File: src/rtl/brg_pkg.sv
package brg_pkg;
  // host map offsets
  localparam logic [7:0] OFS_ID   = 8'h00;
  localparam logic [7:0] OFS_CTRL = 8'h04;
  localparam logic [7:0] OFS_LDAT = 8'h08;
  localparam logic [7:0] OFS_UDAT = 8'h0C;
  localparam logic [7:0] OFS_IEN  = 8'h10;
  localparam logic [7:0] OFS_IFLG = 8'h14;

  localparam int HOST_DW  = 32;
  localparam int INNER_AW = 8;
  localparam int INNER_DW = 8;
  localparam int BEN_W    = 8;

  // control word bit positions
  localparam int CB_BUSY = 31;
  localparam int CB_DIR  = 24;
  localparam int CB_BEN  = 16;

  // interrupt causes
  localparam int NUM_IRQ  = 2;
  localparam int IRQ_XFER = 0;
  localparam int IRQ_SUB  = 1;

  typedef struct packed {
    logic                dir;
    logic [BEN_W-1:0]    ben;
    logic [INNER_AW-1:0] addr;
  } ctrl_t;
endpackage

File: src/rtl/brg_host_regs.sv
module brg_host_regs
  import brg_pkg::*;
#(
  parameter int          HADDR_W  = 8,
  parameter logic [31:0] ID_VALUE = 32'h0B1D_0100
) (
  input  logic                 clk,
  input  logic                 rst,
  input  logic                 hst_en,
  input  logic                 hst_we,
  input  logic [HADDR_W-1:0]   hst_addr,
  input  logic [HOST_DW-1:0]   hst_wdata,
  output logic [HOST_DW-1:0]   hst_rdata,
  input  logic                 busy_i,
  input  logic                 cap_i,
  input  logic [INNER_DW-1:0]  cap_data_i,
  input  logic [NUM_IRQ-1:0]   flag_i,
  output logic                 start_o,
  output logic                 start_we_o,
  output logic [INNER_AW-1:0]  start_addr_o,
  output logic [INNER_DW-1:0]  start_wdata_o,
  output logic [NUM_IRQ-1:0]   ien_o,
  output logic [NUM_IRQ-1:0]   fclr_o
);
  ctrl_t                ctrl_q;
  logic [HOST_DW-1:0]   ldat_q, udat_q, rd_mux;
  logic [NUM_IRQ-1:0]   ien_q;
  logic                 wr, rd;
  logic                 sel_id, sel_ctrl, sel_ldat, sel_udat, sel_ien, sel_iflg;
  logic                 wr_ctrl, wr_ldat, wr_udat, start_rd, start_wr;

  assign wr       = hst_en & hst_we;
  assign rd       = hst_en & ~hst_we;
  assign sel_id   = (hst_addr == HADDR_W'(OFS_ID));
  assign sel_ctrl = (hst_addr == HADDR_W'(OFS_CTRL));
  assign sel_ldat = (hst_addr == HADDR_W'(OFS_LDAT));
  assign sel_udat = (hst_addr == HADDR_W'(OFS_UDAT));
  assign sel_ien  = (hst_addr == HADDR_W'(OFS_IEN));
  assign sel_iflg = (hst_addr == HADDR_W'(OFS_IFLG));

  // writes to the transfer words are dropped while busy
  assign wr_ctrl  = wr & sel_ctrl & ~busy_i;
  assign wr_ldat  = wr & sel_ldat & ~busy_i;
  assign wr_udat  = wr & sel_udat & ~busy_i;

  assign start_rd = wr_ctrl & hst_wdata[CB_DIR];
  assign start_wr = wr_ldat & ~ctrl_q.dir & ctrl_q.ben[0];

  assign start_o       = start_rd | start_wr;
  assign start_we_o    = start_wr;
  assign start_addr_o  = start_rd ? hst_wdata[INNER_AW-1:0] : ctrl_q.addr;
  assign start_wdata_o = hst_wdata[INNER_DW-1:0];
  assign ien_o         = ien_q;
  assign fclr_o        = (wr & sel_iflg) ? hst_wdata[NUM_IRQ-1:0] : '0;

  always_ff @(posedge clk) begin
    if (rst) begin
      ctrl_q <= '0;
      ldat_q <= '0;
      udat_q <= '0;
      ien_q  <= '0;
    end else begin
      if (wr_ctrl) begin
        ctrl_q.dir  <= hst_wdata[CB_DIR];
        ctrl_q.ben  <= hst_wdata[CB_BEN +: BEN_W];
        ctrl_q.addr <= hst_wdata[INNER_AW-1:0];
      end
      if (cap_i)        ldat_q <= {{(HOST_DW-INNER_DW){1'b0}}, cap_data_i};
      else if (wr_ldat) ldat_q <= hst_wdata;
      if (wr_udat)      udat_q <= hst_wdata;
      if (wr & sel_ien) ien_q  <= hst_wdata[NUM_IRQ-1:0];
    end
  end

  always_comb begin
    rd_mux = '0;
    if (sel_id)   rd_mux = ID_VALUE;
    if (sel_ctrl) rd_mux = {busy_i, {(CB_BUSY-CB_DIR-1){1'b0}}, ctrl_q.dir, ctrl_q.ben,
                            {(CB_BEN-INNER_AW){1'b0}}, ctrl_q.addr};
    if (sel_ldat) rd_mux = ldat_q;
    if (sel_udat) rd_mux = udat_q;
    if (sel_ien)  rd_mux = {{(HOST_DW-NUM_IRQ){1'b0}}, ien_q};
    if (sel_iflg) rd_mux = {{(HOST_DW-NUM_IRQ){1'b0}}, flag_i};
  end

  always_ff @(posedge clk) begin
    if (rst)     hst_rdata <= '0;
    else if (rd) hst_rdata <= rd_mux;
  end

  AST_CTRL_HELD_BUSY: assert property (@(posedge clk) disable iff (rst)
    busy_i |=> (ctrl_q == $past(ctrl_q)));
  AST_LDAT_HELD_BUSY: assert property (@(posedge clk) disable iff (rst)
    (busy_i && !cap_i) |=> $stable(ldat_q));
  AST_UDAT_HELD_BUSY: assert property (@(posedge clk) disable iff (rst)
    busy_i |=> $stable(udat_q));
  AST_NO_START_BUSY: assert property (@(posedge clk) disable iff (rst)
    busy_i |-> !start_o);
endmodule

File: src/rtl/brg_xfer_fsm.sv
module brg_xfer_fsm
  import brg_pkg::*;
#(
  parameter int LAT = 2
) (
  input  logic                clk,
  input  logic                rst,
  input  logic                start_i,
  input  logic                we_i,
  input  logic [INNER_AW-1:0] addr_i,
  input  logic [INNER_DW-1:0] wdata_i,
  output logic                busy_o,
  output logic                cap_o,
  output logic                done_o,
  output logic                inb_req_o,
  output logic                inb_we_o,
  output logic [INNER_AW-1:0] inb_addr_o,
  output logic [INNER_DW-1:0] inb_wdata_o
);
  localparam int CNT_W = $clog2(LAT + 1);

  typedef enum logic {S_IDLE, S_WAIT} state_t;
  state_t           state;
  logic [CNT_W-1:0] cnt;
  logic             last;

  assign last   = (state == S_WAIT) && (cnt == CNT_W'(1));
  assign busy_o = (state == S_WAIT);
  assign done_o = last;
  assign cap_o  = last & ~inb_we_o;

  always_ff @(posedge clk) begin
    if (rst) begin
      state       <= S_IDLE;
      cnt         <= '0;
      inb_req_o   <= 1'b0;
      inb_we_o    <= 1'b0;
      inb_addr_o  <= '0;
      inb_wdata_o <= '0;
    end else begin
      inb_req_o <= 1'b0;
      case (state)
        S_IDLE: if (start_i) begin
          state       <= S_WAIT;
          cnt         <= CNT_W'(LAT);
          inb_req_o   <= 1'b1;
          inb_we_o    <= we_i;
          inb_addr_o  <= addr_i;
          inb_wdata_o <= wdata_i;
        end
        default: begin
          cnt <= cnt - CNT_W'(1);
          if (last) state <= S_IDLE;
        end
      endcase
    end
  end

  AST_REQ_SINGLE: assert property (@(posedge clk) disable iff (rst)
    inb_req_o |=> !inb_req_o);
  AST_REQ_IN_BUSY: assert property (@(posedge clk) disable iff (rst)
    inb_req_o |-> busy_o);
  AST_BUSY_OPENS_REQ: assert property (@(posedge clk) disable iff (rst)
    $rose(busy_o) |-> inb_req_o);
  AST_DONE_ENDS_BUSY: assert property (@(posedge clk) disable iff (rst)
    done_o |=> !busy_o);
  AST_INNER_HELD: assert property (@(posedge clk) disable iff (rst)
    (busy_o && !inb_req_o) |-> ($stable(inb_addr_o) && $stable(inb_we_o)
                                && $stable(inb_wdata_o)));
endmodule

File: src/rtl/brg_irq.sv
module brg_irq
  import brg_pkg::*;
(
  input  logic               clk,
  input  logic               rst,
  input  logic               done_i,
  input  logic               sub_irq_i,
  input  logic [NUM_IRQ-1:0] clr_i,
  input  logic [NUM_IRQ-1:0] ien_i,
  output logic [NUM_IRQ-1:0] flag_o,
  output logic               irq_o
);
  logic               sub_prev;
  logic [NUM_IRQ-1:0] set_v;

  always_comb begin
    set_v           = '0;
    set_v[IRQ_XFER] = done_i;
    set_v[IRQ_SUB]  = sub_irq_i & ~sub_prev;
  end

  always_ff @(posedge clk) begin
    if (rst) begin
      sub_prev <= 1'b0;
      flag_o   <= '0;
      irq_o    <= 1'b0;
    end else begin
      sub_prev <= sub_irq_i;
      flag_o   <= (flag_o & ~clr_i) | set_v;
      irq_o    <= |(flag_o & ien_i);
    end
  end

  AST_SET_WINS: assert property (@(posedge clk) disable iff (rst)
    (|set_v) |=> ((flag_o & $past(set_v)) == $past(set_v)));
  AST_CLEAR_TAKES: assert property (@(posedge clk) disable iff (rst)
    (|(clr_i & ~set_v)) |=> ((flag_o & $past(clr_i & ~set_v)) == '0));
  AST_HELD_LEVEL_NO_SET: assert property (@(posedge clk) disable iff (rst)
    ($past(sub_irq_i) && !flag_o[IRQ_SUB]) |-> !set_v[IRQ_SUB]);
endmodule

File: src/rtl/ind_reg_bridge.sv
module ind_reg_bridge
  import brg_pkg::*;
#(
  parameter int          HADDR_W  = 8,
  parameter int          LAT      = 2,
  parameter logic [31:0] ID_VALUE = 32'h0B1D_0100
) (
  input  logic                clk,
  input  logic                rst,
  input  logic                hst_en,
  input  logic                hst_we,
  input  logic [HADDR_W-1:0]  hst_addr,
  input  logic [31:0]         hst_wdata,
  output logic [31:0]         hst_rdata,
  output logic                inb_req,
  output logic                inb_we,
  output logic [7:0]          inb_addr,
  output logic [7:0]          inb_wdata,
  input  logic [7:0]          inb_rdata,
  input  logic                sub_irq,
  output logic                host_irq
);
  logic                busy, cap, done, start, start_we;
  logic [INNER_AW-1:0] start_addr;
  logic [INNER_DW-1:0] start_wdata;
  logic [NUM_IRQ-1:0]  ien, fclr, flag;

  brg_host_regs #(.HADDR_W(HADDR_W), .ID_VALUE(ID_VALUE)) u_regs (
    .clk(clk), .rst(rst), .hst_en(hst_en), .hst_we(hst_we), .hst_addr(hst_addr),
    .hst_wdata(hst_wdata), .hst_rdata(hst_rdata), .busy_i(busy), .cap_i(cap),
    .cap_data_i(inb_rdata), .flag_i(flag), .start_o(start), .start_we_o(start_we),
    .start_addr_o(start_addr), .start_wdata_o(start_wdata), .ien_o(ien), .fclr_o(fclr)
  );

  brg_xfer_fsm #(.LAT(LAT)) u_fsm (
    .clk(clk), .rst(rst), .start_i(start), .we_i(start_we), .addr_i(start_addr),
    .wdata_i(start_wdata), .busy_o(busy), .cap_o(cap), .done_o(done),
    .inb_req_o(inb_req), .inb_we_o(inb_we), .inb_addr_o(inb_addr), .inb_wdata_o(inb_wdata)
  );

  brg_irq u_irq (
    .clk(clk), .rst(rst), .done_i(done), .sub_irq_i(sub_irq), .clr_i(fclr),
    .ien_i(ien), .flag_o(flag), .irq_o(host_irq)
  );

  initial AST_LAT_MIN: assert (LAT >= 1);
endmodule

File: config.mk
export PLATFORM = sky130hd
export DESIGN_NAME = ind_reg_bridge
export DESIGN_NICKNAME = d
export VERILOG_FILES = /design/src/rtl/brg_pkg.sv /design/src/rtl/brg_host_regs.sv /design/src/rtl/brg_xfer_fsm.sv /design/src/rtl/brg_irq.sv /design/src/rtl/ind_reg_bridge.sv
export SDC_FILE = /design/constraint.sdc
export NUM_CORES = 1
export LEC_CHECK = 0
export ABC_CLOCK_PERIOD_IN_PS = 1900
export BUFFER_PORTS_ARGS = -buffer_cell sky130_fd_sc_hd__clkbuf_2
export CORE_MARGIN = 3
export CORE_UTILIZATION = 50
export DETAILED_ROUTE_END_ITERATION = 7
export PLACE_DENSITY = 0.76
export SYNTH_ARGS = -nofsm -noshare
export SYNTH_HDL_FRONTEND = slang
export SYNTH_SLANG_ARGS = --single-unit
File: constraint.sdc
create_clock -name clk -period 1.9 [get_ports clk]
set_input_delay 0.095 -clock clk [delete_from_list [all_inputs] [get_ports clk]]
set_output_delay 0.095 -clock clk [all_outputs]
set_load 0.05 [all_outputs]
After elaboration in Yosys (flattened, before gate mapping):

Index checks and enable logic that the tools add are counted.

* bits in registers: 140
* input bits: 53
* output and inout bits: 51
* word-level logic and storage cells: 72

* add/sub/neg operators: 1
* equal/unequal tests: 6
* muxes and demuxes: 15
* bitwise operators: 25
* reduce and logical (&&, ||, !) cells: 8

Operators by type and width (number)
* two-way mux 32 bit: 5
* two-way mux 28 bit: 1
* two-way mux 8 bit: 3
* equality test 8 x 4 -> 1 bit (second input constant): 2
* equality test 8 x 5 -> 1 bit (second input constant): 2
* AND 1 bit: 15
* equality test 8 x 3 -> 1 bit (second input constant): 1
* zero test 8 bit: 1
* two-way mux 2 bit: 3
* OR reduction 2 bit: 3
* NOT 1 bit: 5
* AND 2 bit: 2
* nonzero test 2 bit: 2
* two-way mux 1 bit: 3
* equality test 2 x 1 -> 1 bit (second input constant): 1
* NOT 2 bit: 1
* OR 2 bit: 1
* AND reduction 2 bit: 1
* subtractor 2 x 1 -> 2 bit (second input constant): 1
* logical AND 1 bit: 1
* OR 1 bit: 1

Longest topological paths before layout:

* word-level depth: 8
* gate-level depth with buffers: 9

By module:

A second synthesis with hierarchy kept.

* cell total of the unflattened synthesis: 710
* area total of the unflattened synthesis: 6089.6 µm²

By module, submodules not included
* brg_host_regs: instances 1, cells each 602, area an instance 5013.6 µm², seq. area each 2302.2 µm²
* brg_xfer_fsm: instances 1, cells each 95, area an instance 945.9 µm², seq. area each 420.4 µm²
* brg_irq: instances 1, cells each 13, area an instance 130.1 µm², seq. area each 80.1 µm²

Worst setup path before layout:

OpenSTA, ideal clock, no wires.

* path type: reg2reg
* start point: register u_fsm.state (netlist: u_fsm.busy_o)
* end point: register u_regs.ldat_q[11]
* setup time: 66 ps
* arrival: 1613 ps
* required time: 1834 ps
* path slack: 221 ps
* cell stages (with the launch flop): 8
* buffers on the path: 3
* clock period less this slack: 1679 ps
* cell sequence: dfxtp_1 -> and3b_1 -> buf_2 -> nand4_2 -> buf_4 -> clkbuf_1 -> nand2_1 -> a21oi_2

* longest elaborated chain between the ends: 3
* elaborated cells on any way between the ends: 5
* those cells by class: bitwise: 3; reduce/logical: 2

RTL lines
* start: declaration: RTL line brg_xfer_fsm.sv:23 `state_t state;`
* start signal: assignment: RTL line brg_xfer_fsm.sv:34 `state <= S_IDLE;`
* start signal: assignment: RTL line brg_xfer_fsm.sv:44 `state <= S_WAIT;`
* start signal: assignment: RTL line brg_xfer_fsm.sv:53 `if (last) state <= S_IDLE;`
* logical AND 1 bit: RTL line brg_xfer_fsm.sv:27 `assign last = (state == S_WAIT) && (cnt == CNT_W'(1));`
* AND 1 bit: RTL line brg_xfer_fsm.sv:30 `assign cap_o = last & ~inb_we_o;`
* OR reduction 2 bit (no source line)
* end signal: assignment: RTL line brg_host_regs.sv:68 `if (cap_i) ldat_q <= {{(HOST_DW-INNER_DW){1'b0}}, cap_data_i};`
* end signal: assignment: RTL line brg_host_regs.sv:69 `else if (wr_ldat) ldat_q <= hst_wdata;`
* end: declaration: RTL line brg_host_regs.sv:26 `logic [HOST_DW-1:0] ldat_q, udat_q, rd_mux;`

Parallel ways exist; a longest one is shown, timed or not.
A chain may end at the register's enable or synchronous reset.

Worst setup path after layout:

* start point: register u_fsm.state (netlist: u_fsm.busy_o)
* end point: register u_fsm.inb_addr_o[5]

* longest elaborated chain between the ends: 6
* elaborated cells on any way between the ends: 9
* those cells by class: mux: 1; bitwise: 7; reduce/logical: 1

RTL lines
* NOT 1 bit (no source line) *
* AND 1 bit: RTL line brg_host_regs.sv:43 `assign wr_ldat = wr & sel_ldat & ~busy_i;`
* AND 1 bit (2 in a row): RTL line brg_host_regs.sv:47 `assign start_wr = wr_ldat & ~ctrl_q.dir & ctrl_q.ben[0];`
* OR 1 bit: RTL line brg_host_regs.sv:49 `assign start_o = start_rd | start_wr;`
* AND reduction 2 bit (no source line)
* end signal: assignment: RTL line brg_xfer_fsm.sv:48 `inb_addr_o <= addr_i;`
* end: declaration: RTL line brg_xfer_fsm.sv:17 `output logic [INNER_AW-1:0] inb_addr_o,`

Mark *: on every way between the ends. The rest lies on a longest branch, timed or not.

==> flow_summary.rst <==
.. list-table::
   :header-rows: 1

   * - Metric
     - Value
   * - H-tree Lvls
     - 4
   * - Mapped Nets
     - 674
   * - Synth cell types
     - 43
   * - Slew at the pin with the worst max-slew slack
     - 0.5386 ns
   * - Final Hold Violating Endpoints
     - 0
   * - Buffer count from post-CTS setup fixing
     - 0
   * - Achievable frequency
     - 0.5950 GHz
   * - Data required, critical path
     - 2.22 ns
   * - Number of port buffers
     - 103
   * - Total half-perimeter wirelength after legalization and detailed placement
     - 9962 um
   * - Die W
     - 114.3 um
   * - Area Growth Syn to Fin
     - 28.97%
   * - Die height
     - 114.3 um
   * - Total of warnings raised by yosys
     - 0
   * - PD cells
     - 896.8 nW/um^2
   * - Internal Dissipation
     - 5.340 mW
   * - Final-layout setup total negative slack
     - 0 ns
   * - IR Drop Worst-Case VDD
     - 0.7326 mV
   * - Critical Path Source Type
     - flip-flop
   * - Finish-stage setup viols
     - 0
   * - Drt pass-1 iters
     - 5
   * - Vias per cell
     - 5.590
   * - Crit Path Max Fanout
     - 9
   * - Path type of the worst min-delay path
     - in -> reg
   * - Antenna diode instance count
     - 0
   * - Number of max-slew violations in the final report
     - 0
   * - Crit-path leading delay family
     - simple AND/OR/NAND/NOR gates
   * - RD Place Congestion
     - 0.8325
   * - Die area
     - 13070 sq um
   * - Number of sinks driven by the clock tree
     - 140
   * - Final cell utilization of the core
     - 67.75%
   * - Most common library cells after synthesis
     - dfxtp_1 (140), nor2_1 (106), mux2i_1 (79)
   * - Number of I/O pins
     - 104
   * - CTS hold repair buffers
     - 34
   * - Gate Count Post-Synth
     - 620
   * - Max-cap check violation count
     - 0
   * - Buffer type at the clock tree root
     - clkbuf_16
   * - Initial core utilization
     - 52.53%
   * - Post-synthesis average cell area
     - 9.467 sq um
   * - Combinational power share
     - 5.1%
   * - Latest clock arrival within the worst-skew pair
     - 0.41 ns
   * - Seq cells post-synth
     - 140
   * - Number of nets with antenna violations after detailed routing
     - 0
   * - Leading area contributor after synthesis
     - dfxtp_1
   * - Buffers from clock root to sink, at most
     - 2
   * - Drt first-iter violations
     - 344
   * - Number of antenna violations at the first check in global routing
     - 0
   * - Critical path class
     - reg -> reg
   * - Nets
     - 809
   * - DR WL/cell
     - 17.20 um
   * - Congestion Overflow GR
     - 0
   * - Area of the core region
     - 11170 sq um
   * - Total of cells resized after clock tree synthesis
     - 0
   * - Worst clock skew on the final layout
     - 0.006342 ns
   * - Leak pwr
     - 3.455 nW
   * - Post-Synthesis Cell Area
     - 5869 sq um
   * - Number of placement rows
     - 38
   * - Total GRT Usage
     - 24.22%
   * - Reg clk slew, reported paths
     - 0.06 ns
   * - Clk network pwr share
     - 51.5%
   * - First-pass GRT wire length
     - 25470 um
   * - Clock tree from TritonCTS
     - built
   * - Critical path endpoint category
     - flip-flop
   * - Cell chain of the critical path
     - and3b_1 -> and4_1 -> buf_4 -> mux2i_1 -> a211oi_1
   * - Top FF cell, synth
     - dfxtp_1
   * - Switching power as a share of total power
     - 21.34%
   * - Relative slew slack
     - 64.09%
   * - DR vias
     - 5076
   * - Time the final worst path needs with I/O delays and setup
     - 1.681 ns
   * - Part of the power in registers
     - 43.4%
   * - Fraction of final layout cells sized beyond drive strength 1
     - 27.60%
   * - Leading post-synthesis cells by cell area
     - dfxtp_1 (48%), mux2i_1 (13%), nor2_1 (6.8%)
   * - Maximum number of pins on one net before global-route repair
     - 48
   * - Unrepaired setup endpoints after global routing
     - false
   * - CTS Buf Count
     - 17
   * - Post-synth EDFFs
     - 0
   * - Result of the run
     - finished clean
   * - FFs w/ async S/R, synth
     - 0%
   * - CP peak stage delay
     - 0.39 ns
   * - Worst path slowest cell
     - and3b_1
   * - Drt total wl
     - 15620 um
   * - Fraction of the yosys area taken by sequential cells
     - 47.75%
   * - Most instantiated library cell after synthesis
     - dfxtp_1
   * - Fraction of post-synthesis cell area in the top cell type by area
     - 47.75%
   * - Number of remaining DRC errors
     - 0
   * - P_sw
     - 1.448 mW
   * - CP Data Arrival Time
     - 2.00 ns
   * - Fin crit share
     - 88.45%
   * - Crit path buffers/inverters
     - 1
   * - Via count of the first global-routing pass
     - 5201
-- cell families after synthesis --
| family | share of synthesized area, % |
|---|---|
| AND/OR/NAND/NOR | 16.31 |
| AO/OA/AOI/OAI | 13.84 |
| buffers and inverters | 4.008 |
| flip-flops | 47.75 |
| multiplexers | 17.89 |
| adder cells (fa/ha/maj) | 0.2131 |
-- state kept, by name, summed over array words and instances (netlist names), 2 cells and up --
name,cells
u_regs.hst_rdata,32
u_regs.ldat_q,32
u_regs.udat_q,32
u_regs.ctrl_q,17
u_fsm.inb_addr_o,8
u_fsm.inb_wdata_o,8
u_fsm.cnt,2
u_irq.flag_o,2
u_regs.ien_o,2
-- power groups by stage --
| stage | Sequential [mW] | Clock (mW) | Combinational [mW] |
|---|---|---|---|
| after floorplan | 3.01 | 0 | 0.139 |
| after global placement | 3.01 | 0 | 0.280 |
| after detailed placement | 3.01 | 0 | 0.286 |
| after CTS | 2.94 | 3.51 | 0.345 |
| after global routing | 2.94 | 3.64 | 0.373 |
| final | 2.94 | 3.50 | 0.348 |
-- worst reg2reg max path, delay by kind of cell, from the launching register on --
| kind | cells | cell delay (ns) |
|---|---|---|
| AND/OR/NAND/NOR | 2 | 0.64 |
| AO/OA/AOI/OAI | 1 | 0.25 |
| buffers and inverters | 1 | 0.21 |
| flip-flops | 1 | 0.38 |
| multiplexers | 1 | 0.10 |
-- worst paths after layout --
path	start	to	slack (ns)	cells past startpoint
worst max-delay path	u_fsm.busy_o	u_fsm.inb_addr_o[5]	0.22	5
worst min-delay path	hst_wdata[2]	u_regs.ctrl_q[2]	0.007	3
worst max register to register	u_fsm.busy_o	u_fsm.inb_addr_o[5]	0.22	5
worst min register to register	u_regs.hst_rdata[18]	u_regs.hst_rdata[18]	0.45	2
-- final cells by class --
class	count	area [sq um]
clock inverter	12	168.9
fill	835	3603
inverter	3	11.26
sequential	140	2803
timing repair buffer	165	1119
multi-input combinational	428	2836
tap	140	175.2
clock buffer	20	456.7
-- metal layers --
layer	vias to the layer above	wire length, um	track usage, %
met1	2429	6991	31.42
met5	-	0	0
met3	23	822	4.915
met2	180	7587	40.98
met4	0	216	6.888
li1	2444	-	-
-- layout by cell type (no fill, tap or decap), types with 3 or more instances in the layout --
master and count:
nor2_1 106, mux2i_1 79, a22o_1 11, mux2_2 23
buf_12 4, buf_4 25, o21ai_0 5, nor2b_1 4
nand2_1 74, clkbuf_16 17, clkbuf_2 102, clkinv_2 5
a21oi_2 20, inv_1 3, a211oi_1 16, a21oi_1 21
a22oi_1 23, nand2b_1 7, nand4_1 3, dlygate4sd3_1 34
o2111ai_1 9, bufinv_16 4, dfxtp_1 140
-- per-stage QoR --
step	worst slack (ns)	std cells	power (mW)	cell area, sq um	hold WS [ns]
after floorplan	0.2209	620	3.147	5869	0.2232
after global placement	0.2013	842	3.286	6604	0.3320
after detailed placement	0.1271	842	3.293	6604	0.3423
after CTS	0.2638	908	6.793	7570	0.002839
after global routing	0.1211	908	6.952	7570	0.03173
final	0.2194	908	6.788	7570	0.006737
Note: power is estimated with default switching activity, not from simulation.
